[config.mk]
export PLATFORM = sky130hd
export DESIGN_NAME = cfg_access_guard
export DESIGN_NICKNAME = d
export VERILOG_FILES = /design/src/rtl/cfg_guard_pkg.sv /design/src/rtl/cgd_fuse_bank.sv /design/src/rtl/cgd_policy.sv /design/src/rtl/cfg_access_guard.sv
export SDC_FILE = /design/constraint.sdc
export NUM_CORES = 1
export LEC_CHECK = 0
export BUFFER_PORTS_ARGS = -buffer_cell sky130_fd_sc_hd__buf_2
export CAP_MARGIN = 25
export CORE_AREA = 3 3 40 42
export DETAILED_ROUTE_END_ITERATION = 7
export DIE_AREA = 0 0 43 45
export PLACE_DENSITY = 0.68
export SLEW_MARGIN = 20
export SYNTH_ARGS = -nofsm -noshare
export SYNTH_HDL_FRONTEND = slang
export SYNTH_HIERARCHICAL = 1
export SYNTH_SLANG_ARGS = --single-unit
export TNS_END_PERCENT = 10
[constraint.sdc]
create_clock -name clk -period 1.4 [get_ports clk]
set_input_delay 0 -clock clk [delete_from_list [all_inputs] [get_ports clk]]
set_output_delay 0 -clock clk [all_outputs]
set_load 0.05 [all_outputs]
[src/rtl/cfg_guard_pkg.sv]
package cfg_guard_pkg;

    typedef enum logic [1:0] {
        OP_READ   = 2'b00,
        OP_ERASE  = 2'b01,
        OP_PROG   = 2'b10,
        OP_SECURE = 2'b11
    } op_e;

    typedef enum logic [1:0] {
        RSN_OK      = 2'b00,
        RSN_SECURED = 2'b01,
        RSN_LOCKED  = 2'b10
    } reason_e;

    typedef enum logic {
        ST_IDLE = 1'b0,
        ST_MEM  = 1'b1
    } state_e;

endpackage

[src/rtl/cgd_fuse_bank.sv]
module cgd_fuse_bank #(
    parameter int          N_TGT         = 2,
    parameter logic [31:0] VOLATILE_MASK = 32'h1,
    localparam int         TGT_W         = (N_TGT > 1) ? $clog2(N_TGT) : 1
) (
    input  logic             clk,
    input  logic             rst_n,
    input  logic             set_en,
    input  logic             clr_en,
    input  logic [TGT_W-1:0] tgt,
    input  logic             fuse_blow,
    output logic [N_TGT-1:0] sec_vec,
    output logic             lock
);

    // Sticky lock: no reset term, only the fuse input sets it.
    logic lock_q = 1'b0;

    always_ff @(posedge clk) begin
        lock_q <= lock_q | fuse_blow;
    end

    assign lock = lock_q;

    a_r6_lock_sticky: assert property (@(posedge clk) lock_q |=> lock_q);

    for (genvar i = 0; i < N_TGT; i++) begin : g_sec
        logic hit;
        assign hit = (tgt == i[TGT_W-1:0]);

        if (VOLATILE_MASK[i]) begin : g_vol
            logic bit_q;
            always_ff @(posedge clk) begin
                if (!rst_n)               bit_q <= 1'b0;
                else if (set_en && hit)   bit_q <= 1'b1;
                else if (clr_en && hit)   bit_q <= 1'b0;
            end
            assign sec_vec[i] = bit_q;
        end else begin : g_nv
            logic bit_q = 1'b0;
            always_ff @(posedge clk) begin
                if (set_en && hit)        bit_q <= 1'b1;
                else if (clr_en && hit)   bit_q <= 1'b0;
            end
            assign sec_vec[i] = bit_q;

            // the retained bit falls only through an erase of its own target
            a_r3_clear_by_erase: assert property (@(posedge clk) disable iff (!rst_n)
                $fell(bit_q) |-> $past(clr_en && hit));
        end
    end

endmodule

[src/rtl/cgd_policy.sv]
module cgd_policy
    import cfg_guard_pkg::*;
#(
    parameter int N_TGT    = 2,
    parameter int LOCK_TGT = 0,
    localparam int TGT_W   = (N_TGT > 1) ? $clog2(N_TGT) : 1
) (
    input  op_e              op,
    input  logic [TGT_W-1:0] tgt,
    input  logic [N_TGT-1:0] sec_vec,
    input  logic             lock,
    output logic             allow,
    output reason_e          reason,
    output logic             needs_mem,
    output logic             set_sec,
    output logic             clr_sec
);

    logic tgt_locked;
    logic tgt_secured;

    assign tgt_locked  = lock && (tgt == LOCK_TGT[TGT_W-1:0]);
    assign tgt_secured = sec_vec[tgt];

    always_comb begin
        allow     = 1'b1;
        reason    = RSN_OK;
        needs_mem = 1'b0;
        set_sec   = 1'b0;
        clr_sec   = 1'b0;
        unique case (op)
            OP_READ: begin
                if (tgt_secured) begin
                    allow  = 1'b0;
                    reason = RSN_SECURED;
                end else begin
                    needs_mem = 1'b1;
                end
            end
            OP_ERASE: begin
                if (tgt_locked) begin
                    allow  = 1'b0;
                    reason = RSN_LOCKED;
                end else begin
                    needs_mem = 1'b1;
                    clr_sec   = 1'b1;
                end
            end
            OP_PROG: begin
                if (tgt_locked) begin
                    allow  = 1'b0;
                    reason = RSN_LOCKED;
                end else if (tgt_secured) begin
                    allow  = 1'b0;
                    reason = RSN_SECURED;
                end else begin
                    needs_mem = 1'b1;
                end
            end
            OP_SECURE: begin
                set_sec = 1'b1;
            end
            default: begin
                allow = 1'b0;
            end
        endcase
    end

endmodule

[src/rtl/cfg_access_guard.sv]
module cfg_access_guard
    import cfg_guard_pkg::*;
#(
    parameter int          N_TGT         = 2,
    parameter int          LOCK_TGT      = 0,
    parameter logic [31:0] VOLATILE_MASK = 32'h1,
    localparam int         TGT_W         = (N_TGT > 1) ? $clog2(N_TGT) : 1
) (
    input  logic             clk,
    input  logic             rst_n,
    input  logic             fuse_blow_i,
    input  logic             cmd_valid_i,
    input  logic [1:0]       cmd_op_i,
    input  logic [TGT_W-1:0] cmd_tgt_i,
    output logic             grant_o,
    output logic             deny_o,
    output logic [1:0]       reason_o,
    output logic             busy_o,
    output logic             mem_req_o,
    output logic [1:0]       mem_op_o,
    output logic [TGT_W-1:0] mem_tgt_o,
    input  logic             mem_ack_i
);

    state_e           state_q, state_d;
    logic             accept;
    op_e              op_in;
    logic [N_TGT-1:0] sec_vec;
    logic             lock;
    logic             allow, needs_mem, set_sec, clr_sec;
    reason_e          reason;
    logic             grant_q, deny_q;
    reason_e          reason_q;
    logic [1:0]       mop_q;
    logic [TGT_W-1:0] mtgt_q;

    assign op_in  = op_e'(cmd_op_i);
    assign accept = cmd_valid_i && (state_q == ST_IDLE);

    cgd_policy #(.N_TGT(N_TGT), .LOCK_TGT(LOCK_TGT)) u_policy (
        .op        (op_in),
        .tgt       (cmd_tgt_i),
        .sec_vec   (sec_vec),
        .lock      (lock),
        .allow     (allow),
        .reason    (reason),
        .needs_mem (needs_mem),
        .set_sec   (set_sec),
        .clr_sec   (clr_sec)
    );

    cgd_fuse_bank #(.N_TGT(N_TGT), .VOLATILE_MASK(VOLATILE_MASK)) u_fuses (
        .clk       (clk),
        .rst_n     (rst_n),
        .set_en    (accept && allow && set_sec),
        .clr_en    (accept && allow && clr_sec),
        .tgt       (cmd_tgt_i),
        .fuse_blow (fuse_blow_i),
        .sec_vec   (sec_vec),
        .lock      (lock)
    );

    // Next-state logic: issue / complete / stay
    always_comb begin
        state_d = state_q;
        unique case (state_q)
            ST_IDLE: if (accept && allow && needs_mem) state_d = ST_MEM;
            ST_MEM:  if (mem_ack_i)                    state_d = ST_IDLE;
            default: state_d = ST_IDLE;
        endcase
    end

    // State register
    always_ff @(posedge clk) begin
        if (!rst_n) state_q <= ST_IDLE;
        else        state_q <= state_d;
    end

    // Registered outputs
    always_ff @(posedge clk) begin
        if (!rst_n) begin
            grant_q  <= 1'b0;
            deny_q   <= 1'b0;
            reason_q <= RSN_OK;
            mop_q    <= '0;
            mtgt_q   <= '0;
        end else begin
            grant_q  <= accept && allow;
            deny_q   <= accept && !allow;
            reason_q <= accept ? reason : RSN_OK;
            if (accept && allow && needs_mem) begin
                mop_q  <= cmd_op_i;
                mtgt_q <= cmd_tgt_i;
            end
        end
    end

    assign grant_o   = grant_q;
    assign deny_o    = deny_q;
    assign reason_o  = reason_q;
    assign busy_o    = (state_q == ST_MEM);
    assign mem_req_o = (state_q == ST_MEM);
    assign mem_op_o  = mop_q;
    assign mem_tgt_o = mtgt_q;

    a_r1_secured_read_denied: assert property (@(posedge clk) disable iff (!rst_n)
        accept && op_in == OP_READ && sec_vec[cmd_tgt_i]
        |=> deny_o && reason_o == 2'b01 && !mem_req_o);

    a_r5_lock_blocks_sram: assert property (@(posedge clk) disable iff (!rst_n)
        accept && lock && cmd_tgt_i == LOCK_TGT[TGT_W-1:0]
        && (op_in == OP_ERASE || op_in == OP_PROG)
        |=> deny_o && reason_o == 2'b10);

    a_r7_secure_granted: assert property (@(posedge clk) disable iff (!rst_n)
        accept && op_in == OP_SECURE |=> grant_o && !mem_req_o);

    a_r8_one_response: assert property (@(posedge clk) disable iff (!rst_n)
        !(grant_o && deny_o));

    a_r9_busy_until_ack: assert property (@(posedge clk) disable iff (!rst_n)
        busy_o && !mem_ack_i |=> busy_o && !grant_o && !deny_o);

    a_r11_req_stable: assert property (@(posedge clk) disable iff (!rst_n)
        mem_req_o && !mem_ack_i |=> mem_req_o && $stable(mem_op_o) && $stable(mem_tgt_o));

endmodule

==> results of run 1 <==
==> layer usage <==
metal  track usage, %  share of wire, %  vias up
li1                 -                 -      242
met1            15.78                46      212
met2            21.86                46       17
met3            3.586               7.6        2
met4            9.036              0.93        0
met5                0                 0        -
==> area by class of cell <==
class                      count  area, um2  area share (%)
clock buffer                   3      22.52           3.403
timing repair buffer          18      97.59           14.74
tap                           15      18.77           2.836
multi-input combinational     44      292.8           44.23
sequential                    11      221.5           33.46
inverter                       1      3.754          0.5671
clock inverter                 1      5.005          0.7561
==> repair_timing <==
| item | in CTS | in global routing |
|---|---|---|
| setup endpoints to repair | 4 | 6 |
| cloned | 0 | 0 |
| endpoints found under the hold margin | 1 | 0 |
| resized for setup | 4 | 1 |
| pin swaps | 2 | 2 |
| hold buffers | 1 | 0 |
==> cells by family after synthesis <==
family | synth area share, %
xor+xnor | 1.628
compound gates | 12.32
buf+inv | 7.440
mux | 5.582
simple gates | 32.09
flops | 40.93
==> cell usage after synthesis (2+ instances only) <==
cell     instances  area (um2)
a21oi_1          3       15.01
and2_1           2       12.51
and3_1           5       31.28
buf_2            2       10.01
buf_4            3       22.52
dfxtp_1         11       220.2
mux2i_1          3       30.03
nand2_1         12       45.04
nor2b_1          3       18.77
==> state kept, by name, summed over array words and instances, names as in the netlist <==
name and count:
u_fuses/lock 1, deny_o 1, reason_o 2, u_fuses/g_sec.g_nv.bit_q 1
mem_tgt_o 1, u_fuses/g_sec.g_vol.bit_q 1, grant_o 1, mem_op_o 2
busy_o 1
==> per-stage QoR <==
step / setup slack (ns) / setup TNS (ns) / instances / cell area, um2
global route: -0.1268 / -0.4413 / 93 / 661.9
global placement: -0.004306 / -0.004306 / 88 / 608.1
detailed placement: -0.06348 / -0.1376 / 88 / 608.1
floorplan: -0.02851 / -0.02851 / 62 / 538.0
CTS: 0.006252 / 0 / 93 / 656.9
finish: 0.0007665 / 0 / 93 / 661.9
==> report_power, final <==
group	leakage (nW)	switching, mW	internal [mW]	total (mW)
sequential	0.0893	0.0127	0.335	0.347
combinational	0.224	0.106	0.0638	0.170
clock	0.0177	0.113	0.106	0.219
==> final timing paths <==
path / startpoint / endpoint / slack (ns) / cells after the start
setup / recovery: u_fuses/g_sec[0].g_vol.bit_q / busy_o / 0.0008 / 5
setup reg to reg: u_fuses/g_sec[0].g_vol.bit_q / busy_o / 0.0008 / 5
hold / removal: mem_ack_i / busy_o / 0.04 / 3
hold reg to reg: mem_tgt_o / mem_tgt_o / 0.46 / 2
==> worst max-delay path: stages, from the launching register on <==
cell     delay, ns
dfxtp_1       0.38
nor2b_1       0.17
a21oi_1       0.06
o211a_1       0.21
and4b_2       0.28
o21a_1        0.19
==> flow_summary.toml, run 1 <==
[place]
port_buffers = 16
place_congestion = 0.8035
dpl.hpwl_um = 762.6

[floorplanning]
fp.dieW_um = 43
pin_count = 17
die_height_um = 45
initial_core_util_pct = 41.87
coreArea_um2 = 1285
die-area_um2 = 1935
num_rows = 13

[clocking]
cts_buffers = 3
post-cts-setup-buffers = 0
cts_tree = "built"
htreeDepth = 1
cts_root_buffer = "clkbuf_4"
cts_num_sinks = 11
clk_latency_ns = 0.27
clockBufferDepth = 2
cts.clk_slew.worst_paths_ns = 0.08

[synth]
synth.distinct_cells = 27
synth_flop_cell = "dfxtp_1"
ys_warn_count = 6
syn-cell-area_um2 = 538.0
ys_seq_area_share_pct = 40.93
postSynthAreaPerCell_um2 = 8.678
syn_nets = 70
ys_async_sr_fraction_pct = 0
ys_seq_elements = 11
synth-edff-count = 0
synthCells = 62

[pwr]
powerDensity_nw_per_um2 = 1112
ir_drop_mv = 0.5961
total_power_mw = 0.7361
leakagePower_nw = 0.3313

[min_path]
hold_path_class = "in -> reg"

[layout]
drive_gt1_share_pct = 35.90
final_nets = 87
final_common_cell = "buf_2"
antenna_cells = 0
n_fill_cell = 124
syn_to_final_growth_pct = 23.02
layout_common_cells = "16 x buf_2, 12 x nand2_1, 10 x dfxtp_1"
final_core_util_pct = 51.51

[timing]
worst_pin_slew_ns = 0.2556
fin_skew_ns = 0.002625
hold_viol_final = 0
slew_headroom_pct = 82.96
min_period_ns = 1.399
rsz0062_at_grt = "true"
max_freq_mhz = 714.7
whs_ns = 0.03886
slew_violations = 0
setup_viol = 0
post-route-period-util_pct = 99.95

[worst_setup_path]
cp_data_arrival_time_ns = 1.57
path_class = "reg -> reg"
critPathCaptureType = "register"
critical_path_required_ns = 1.57
crit_path_max_fanout = 4
worstSetupStartpointType = "register"

[detailed_routing]
drc = 0
vias = 473
drt_wl_total_mm = 1.079
dr.pass1.iters = 4
wire_per_inst_um = 11.60
antenna_left = 0
drtIter0Drc = 17
via_per_inst = 5.086

[global_routing]
grt_max_degree = 14
track_usage_pct = 13.52
grt_pass1_wl_mm = 1.863
grt_overflow = 0
grt_pass1_vias = 420
antenna_found_initial = 0

[status]
outcome = "completed"

[run]
max-cap-violations = 0
Note: power is estimated with default switching activity, not from simulation.
==> run 2, diff against run 1 <==
--- a/config.mk
+++ b/config.mk
@@ -5,6 +5,7 @@
 export SDC_FILE = /design/constraint.sdc
 export NUM_CORES = 1
 export LEC_CHECK = 0
+export ABC_AREA = 1
 export BUFFER_PORTS_ARGS = -buffer_cell sky130_fd_sc_hd__buf_2
 export CAP_MARGIN = 25
 export CORE_AREA = 3 3 40 42
==> run 2 against run 1 <==
Compared with the run above:
- count of clock-buffer cells in the layout grew 1
- hold slack lost 0.026 ns
- sequential share of layout area down 2.3 points
- clock skew fell by 0.0015 ns
- synthesized cell count increased by 24%
- largest power group unchanged
==> flow_summary.toml, run 2 <==
[synth]
ys_seq_elements = 11
synth.distinct_cells = 16
ys_seq_area_share_pct = 41.12
synth_most_common_cell = "nand2_1"
ys_top_cells_by_area = "dfxtp_1 41%, nand2_1 12%, inv_1 11%, nor2_1 9.1%, nand2_2 5.8%"
postSynthAreaPerCell_um2 = 6.955
synth-edff-count = 0
synth_common_cells = "17 x nand2_1, 16 x inv_1, 13 x nor2_1, 11 x dfxtp_1, 5 x nand2_2"
ys_async_sr_fraction_pct = 0
yosysTopAreaCellShare_pct = 41.12
yosys.area.top_type = "dfxtp_1"
synth_flop_cell = "dfxtp_1"
synthCells = 77
ys_warn_count = 6
syn-cell-area_um2 = 535.5
syn_nets = 85

[floorplanning]
fp.dieW_um = 43
num_rows = 13
die-area_um2 = 1935
initial_core_util_pct = 41.67
coreArea_um2 = 1285
pin_count = 17
die_height_um = 45

[layout]
final_nets = 107
final_cells = 113
final_common_cell = "nand2_1"
final_core_util_pct = 54.92
drive_gt1_share_pct = 32.65
syn_to_final_growth_pct = 31.78
layout_common_cells = "17 x nand2_1, 16 x inv_1, 16 x buf_2"
antenna_cells = 0

[global_routing]
track_usage_pct = 12.36
grt_pass1_vias = 417
grt_pass1_wl_mm = 1.683
grt_overflow = 0
grt_max_degree = 8
antenna_found_initial = 0

[detailed_routing]
wire_per_inst_um = 9.566
antenna_left = 0
vias = 492
drc = 0
drt_wl_total_mm = 1.081
drtIter0Drc = 11
dr.pass1.iters = 4
via_per_inst = 4.354

[place]
port_buffers = 16
place_congestion = 0.7648
dpl.hpwl_um = 734.9
pre_cts_ws_ns = 0.1284
dpl.cell_count = 105

[pwr]
powerDensity_nw_per_um2 = 1072
leakagePower_nw = 0.3817
ir_drop_mv = 0.6847

[clocking]
post-cts-setup-buffers = 0
cts_num_sinks = 11
clk_latency_ns = 0.27
clockBufferDepth = 2
cts_root_buffer = "clkbuf_4"
htreeDepth = 1
cts.clk_slew.worst_paths_ns = 0.07
cts_tree = "built"
cts_buffers = 3

[min_path]
hold_start = "cmd_tgt_i"
min_delay_path_depth = 3
hold_path_class = "in -> reg"
worstHoldEndpoint = "u_fuses/g_sec[1].g_nv.bit_q"

[worst_setup_path]
critical_path_required_ns = 1.57
ff2ff_setup_slack_ns = 0.11
crit_path_max_fanout = 4
critPathCaptureType = "register"
cp_top_family = "buffers and inverters"
path_class = "in -> reg"
cp_data_arrival_time_ns = 1.47
reg2regPathDepth = 8
worstSetupStartpointType = "input pin"
worst-path-buf-inv = 3
worstReg2RegEnd = "u_fuses/g_sec[0].g_vol.bit_q"
cp_common_cell = "nand2_2"
critPathSlowestCell = "dlygate4sd3_1"
slowest_delay_ns = 0.53
path_cells = "dlygate4sd3_1 -> buf_2 -> inv_1 -> nand2_2 -> nand2_2 -> nand2_2 -> nand3_2 -> nand3_4 -> nor2_4 -> nand2_1 -> nand2_1 -> a21oi_2"
r2r-start = "u_fuses/g_sec[0].g_vol.bit_q"

[timing]
slew_violations = 0
hold_viol_final = 0
whs_ns = 0.01259
fin_skew_ns = 0.001154
worst_pin_slew_ns = 0.2475
setup_ws_ns = 0.09807
post-route-period-util_pct = 93.00
min_period_ns = 1.302
setup_viol = 0
slew_headroom_pct = 83.39
max_freq_mhz = 768.1

[status]
outcome = "completed"

[run]
max-cap-violations = 0
-- run 2: cell count changes after synthesis, sizes merged, moves of 2 or more --
cell and delta:
buf -2, inv +16, nand3 +4, mux2i -3, nand2 +10, nor2b -4, and2 -2, nor2 +12
and3 -5
-- run 2: worst max-delay path by stage --
stage / startpoint / endpoint / depth (start not counted)
6_report: cmd_op_i[1] / u_fuses/g_sec[0].g_vol.bit_q / 12
5_1_grt: cmd_op_i[1] / u_fuses/g_sec[0].g_vol.bit_q / 12
4_1_cts: cmd_op_i[1] / u_fuses/g_sec[0].g_vol.bit_q / 12
3_5_place_dp: u_fuses/g_sec[0].g_vol.bit_q / u_fuses/g_sec[0].g_vol.bit_q / 8
3_3_place_gp: u_fuses/g_sec[0].g_vol.bit_q / u_fuses/g_sec[0].g_vol.bit_q / 7
2_1_floorplan: busy_o / busy_o / 3
-- run 2: what timing repair did --
action | CTS | global route
endpoints found under the setup margin | 0 | 2
resized for setup | 0 | 6
hold buffers | 4 | 0
hold endpoints to repair | 6 | 0
-- run 2: area by class of cell --
class	count	area, um2
well taps	15	18.77
clock buffers	4	26.28
inverters	17	63.81
multi-input cells	46	256.5
repair buffers	20	120.1
flip-flops and latches	11	220.2
fillers	129	579.3
-- run 2: cells by family (layout without fill, tap and decap cells) --
kind of cell	Yosys count	count (layout)	share of synthesized area (%)
buf+inv	20	41	16.12
compound gates	4	4	4.906
flops	11	11	41.12
simple gates	42	42	37.85
-- run 2: report_power, final --
| part | total (mW) | switching, mW | leakage, nW | internal, mW |
|---|---|---|---|---|
| registers | 0.345 | 0.00911 | 0.0899 | 0.336 |
| clock network | 0.223 | 0.112 | 0.0150 | 0.110 |
| logic | 0.189 | 0.131 | 0.277 | 0.0583 |
-- run 2: worst min-delay path: cells and delay by family --
kind                   cells  cell delay, ns
buffers and inverters      1            0.14
AND/OR/NAND/NOR            2            0.12
-- run 2: routing by layer --
layer	wire length, um	GRT usage (%)
met1	432	12.17
met2	539	22.16
met3	87	5.976
met4	21	5.422
met5	0	0
-- run 2: through the flow --
step           setup TNS, ns  power (mW)  cell area (um2)
6_report                   0      0.7566            705.7
5_1_grt           -0.0005396      0.7905            705.7
4_1_cts                    0      0.7474            678.2
3_5_place_dp               0      0.5201            611.8
3_3_place_gp               0      0.5171            611.8
2_1_floorplan              0      0.4927            535.5
==> run 3, diff against run 2 <==
--- a/config.mk
+++ b/config.mk
@@ -11,10 +11,9 @@
 export CORE_AREA = 3 3 40 42
 export DETAILED_ROUTE_END_ITERATION = 7
 export DIE_AREA = 0 0 43 45
-export PLACE_DENSITY = 0.68
+export PLACE_DENSITY = 0.64
 export SLEW_MARGIN = 20
 export SYNTH_ARGS = -nofsm -noshare
 export SYNTH_HDL_FRONTEND = slang
-export SYNTH_HIERARCHICAL = 1
 export SYNTH_SLANG_ARGS = --single-unit
 export TNS_END_PERCENT = 10
==> run 3 against run 2 <==
Compared with the run above:
- worst setup slack better by 0.25 ns
- die area unchanged
- utilization is 6.2 points lower
- sequential share of layout area up 4.0 points
- sequential cell count unchanged
- register-to-register slack better by 0.24 ns
==> flow_summary.toml, run 3 <==
[status]
outcome = "completed"

[run]
max-cap-violations = 0

[timing]
fin_skew_ns = 0.007299
worst_pin_slew_ns = 0.2288
max_freq_mhz = 950.5
rsz0062_at_grt = "false"
post-route-period-util_pct = 75.15
slew_violations = 0
min_period_ns = 1.052
slew_headroom_pct = 84.61
fin_setup_tns_ns = 0
setup_viol = 0
hold_viol_final = 0
whs_ns = 0.004484

[synth]
ys_seq_area_share_pct = 45.13
synth_most_common_cell = "nand2_1"
syn_nets = 74
postSynthAreaPerCell_um2 = 7.393
yosys.area.top_type = "dfxtp_1"
synth_common_cells = "12 x nand2_1, 11 x dfxtp_1, 10 x inv_1, 8 x nand3_1, 7 x nor2_1"
ys_top_cells_by_area = "dfxtp_1 45%, nand2_1 9.2%, nand3_1 8.2%, inv_1 7.7%, nor2_1 5.4%"
synth-edff-count = 0
yosysTopAreaCellShare_pct = 45.13
ys_seq_elements = 11
synth_flop_cell = "dfxtp_1"
synth.distinct_cells = 16
ys_warn_count = 0
syn-cell-area_um2 = 488.0
synthCells = 66
ys_async_sr_fraction_pct = 0

[floorplanning]
die_height_um = 45
coreArea_um2 = 1285
pin_count = 17
fp.dieW_um = 43
initial_core_util_pct = 37.97
num_rows = 13
die-area_um2 = 1935

[worst_setup_path]
critical_path_required_ns = 1.56
worstSetupStartpointType = "register"
slowest_delay_ns = 0.33
reg2regPathDepth = 5
path_class = "reg -> reg"
critPathCaptureType = "register"
worst-path-buf-inv = 2
cp_top_family = "flip-flops"
path_cells = "nor2_1 -> buf_4 -> inv_1 -> nor3_1 -> o21ai_0"
cp.depth = 5
crit_path_max_fanout = 12
critPathSlowestCell = "dfxtp_1"
cp_data_arrival_time_ns = 1.21

[global_routing]
track_usage_pct = 11.85
antenna_found_initial = 0
grt_pass1_vias = 407
grt_max_degree = 13
grt_overflow = 0
grt_pass1_wl_mm = 1.656

[place]
port_buffers = 16
place_congestion = 0.7387
dpl.hpwl_um = 726.7
place_area_um2 = 579.3

[pwr]
p_seq_share_pct = 47.2
p_comb_share_pct = 22.3
p_sw_share_pct = 31.75
switching_power_mw = 0.2281
powerDensity_nw_per_um2 = 1148
p_int_mw = 0.4903
clock_power_share_pct = 30.5
total_power_mw = 0.7184
leakagePower_nw = 0.3338
ir_drop_mv = 0.4960

[detailed_routing]
dr.pass1.iters = 4
drc = 0
vias = 462
wire_per_inst_um = 9.412
antenna_left = 0
drtIter0Drc = 8
via_per_inst = 4.529
drt_wl_total_um = 960

[clocking]
htreeDepth = 1
clk_latency_ns = 0.27
cts_buffers = 3
clockBufferDepth = 2
cts_num_sinks = 11
holdBufCountCts = 2
cts.clk_slew.worst_paths_ns = 0.07
post-cts-setup-buffers = 0
cts_root_buffer = "clkbuf_4"
cts_resized = 0
cts_tree = "built"

[layout]
antenna_cells = 0
layout_common_cells = "16 x buf_2, 12 x nand2_1, 11 x dfxtp_1"
final_common_cell = "buf_2"
drive_gt1_share_pct = 32.18
syn_to_final_growth_pct = 28.21
final_cell_area_um2 = 625.6
final_nets = 96
n_fill_cell = 140
final_core_util_pct = 48.69

[min_path]
hold_path_class = "in -> reg"
min_delay_path_depth = 3
-- run 3: cell count changes after synthesis, sizes merged --
cell / before / now
inv: 17 / 11
buf: 3 / 2
nand2: 22 / 15
nor2: 13 / 7
or2: 2 / 1
a21boi: 1 / 0
nor4: 0 / 1
nand3: 4 / 10
a21oi: 2 / 5
nor3: 0 / 2
nand4: 1 / 0
-- run 3: stage by stage --
step	instances	setup slack, ns
floorplan	66	0.1290
global placement	96	0.3929
detailed placement	96	0.3738
CTS	102	0.3554
global route	102	0.2416
finish	102	0.3480
-- run 3: power groups by stage --
stage	Clock (mW)	Combinational, mW	Sequential, mW
after CTS	0.225	0.162	0.339
final	0.219	0.160	0.339
after global routing	0.238	0.180	0.341
after detailed placement	0	0.156	0.346
after floorplan	0	0.0742	0.391
after global placement	0	0.154	0.346
-- run 3: worst paths after layout --
check	startpoint	endpoint	slack, ns
hold reg to reg	u_fuses.g_sec[0].g_vol.bit_q	u_fuses.g_sec[0].g_vol.bit_q	0.46
setup reg to reg	busy_o	u_fuses.g_sec[1].g_nv.bit_q	0.35
hold / removal	rst_n	mem_tgt_o	0.004
setup / recovery	busy_o	u_fuses.g_sec[1].g_nv.bit_q	0.35
-- run 3: area by class of cell --
cell class / count / area, um2 / share of cell area (%)
repair buffers: 19 / 107.6 / 17.20
inverters: 11 / 41.29 / 6.600
clock buffers: 4 / 26.28 / 4.200
flip-flops and latches: 11 / 220.2 / 35.20
well taps: 15 / 18.77 / 3.000
multi-input cells: 42 / 211.5 / 33.80
-- run 3: logic make-up (layout without fill, tap and decap cells) --
group	after synthesis	after routing	synth area share (%)
AND/OR/NAND/NOR	36	36	36.41
buffers and inverters	13	34	11.54
flip-flops	11	11	45.13
AO/OA/AOI/OAI	6	6	6.923
-- run 3: worst register-to-register path, delay by kind of cell (launching register included) --
kind | cells | cell delay, ns
AO/OA/AOI/OAI | 1 | 0.10
buffers and inverters | 2 | 0.24
flip-flops | 1 | 0.33
AND/OR/NAND/NOR | 2 | 0.26
-- run 3: metal layers --
| layer | track usage, % | part of all wire [%] |
|---|---|---|
| met5 | 0 | 0 |
| met4 | 9.036 | 2.4 |
| met3 | 3.984 | 7.1 |
| met2 | 17.37 | 45 |
| met1 | 14.32 | 45 |
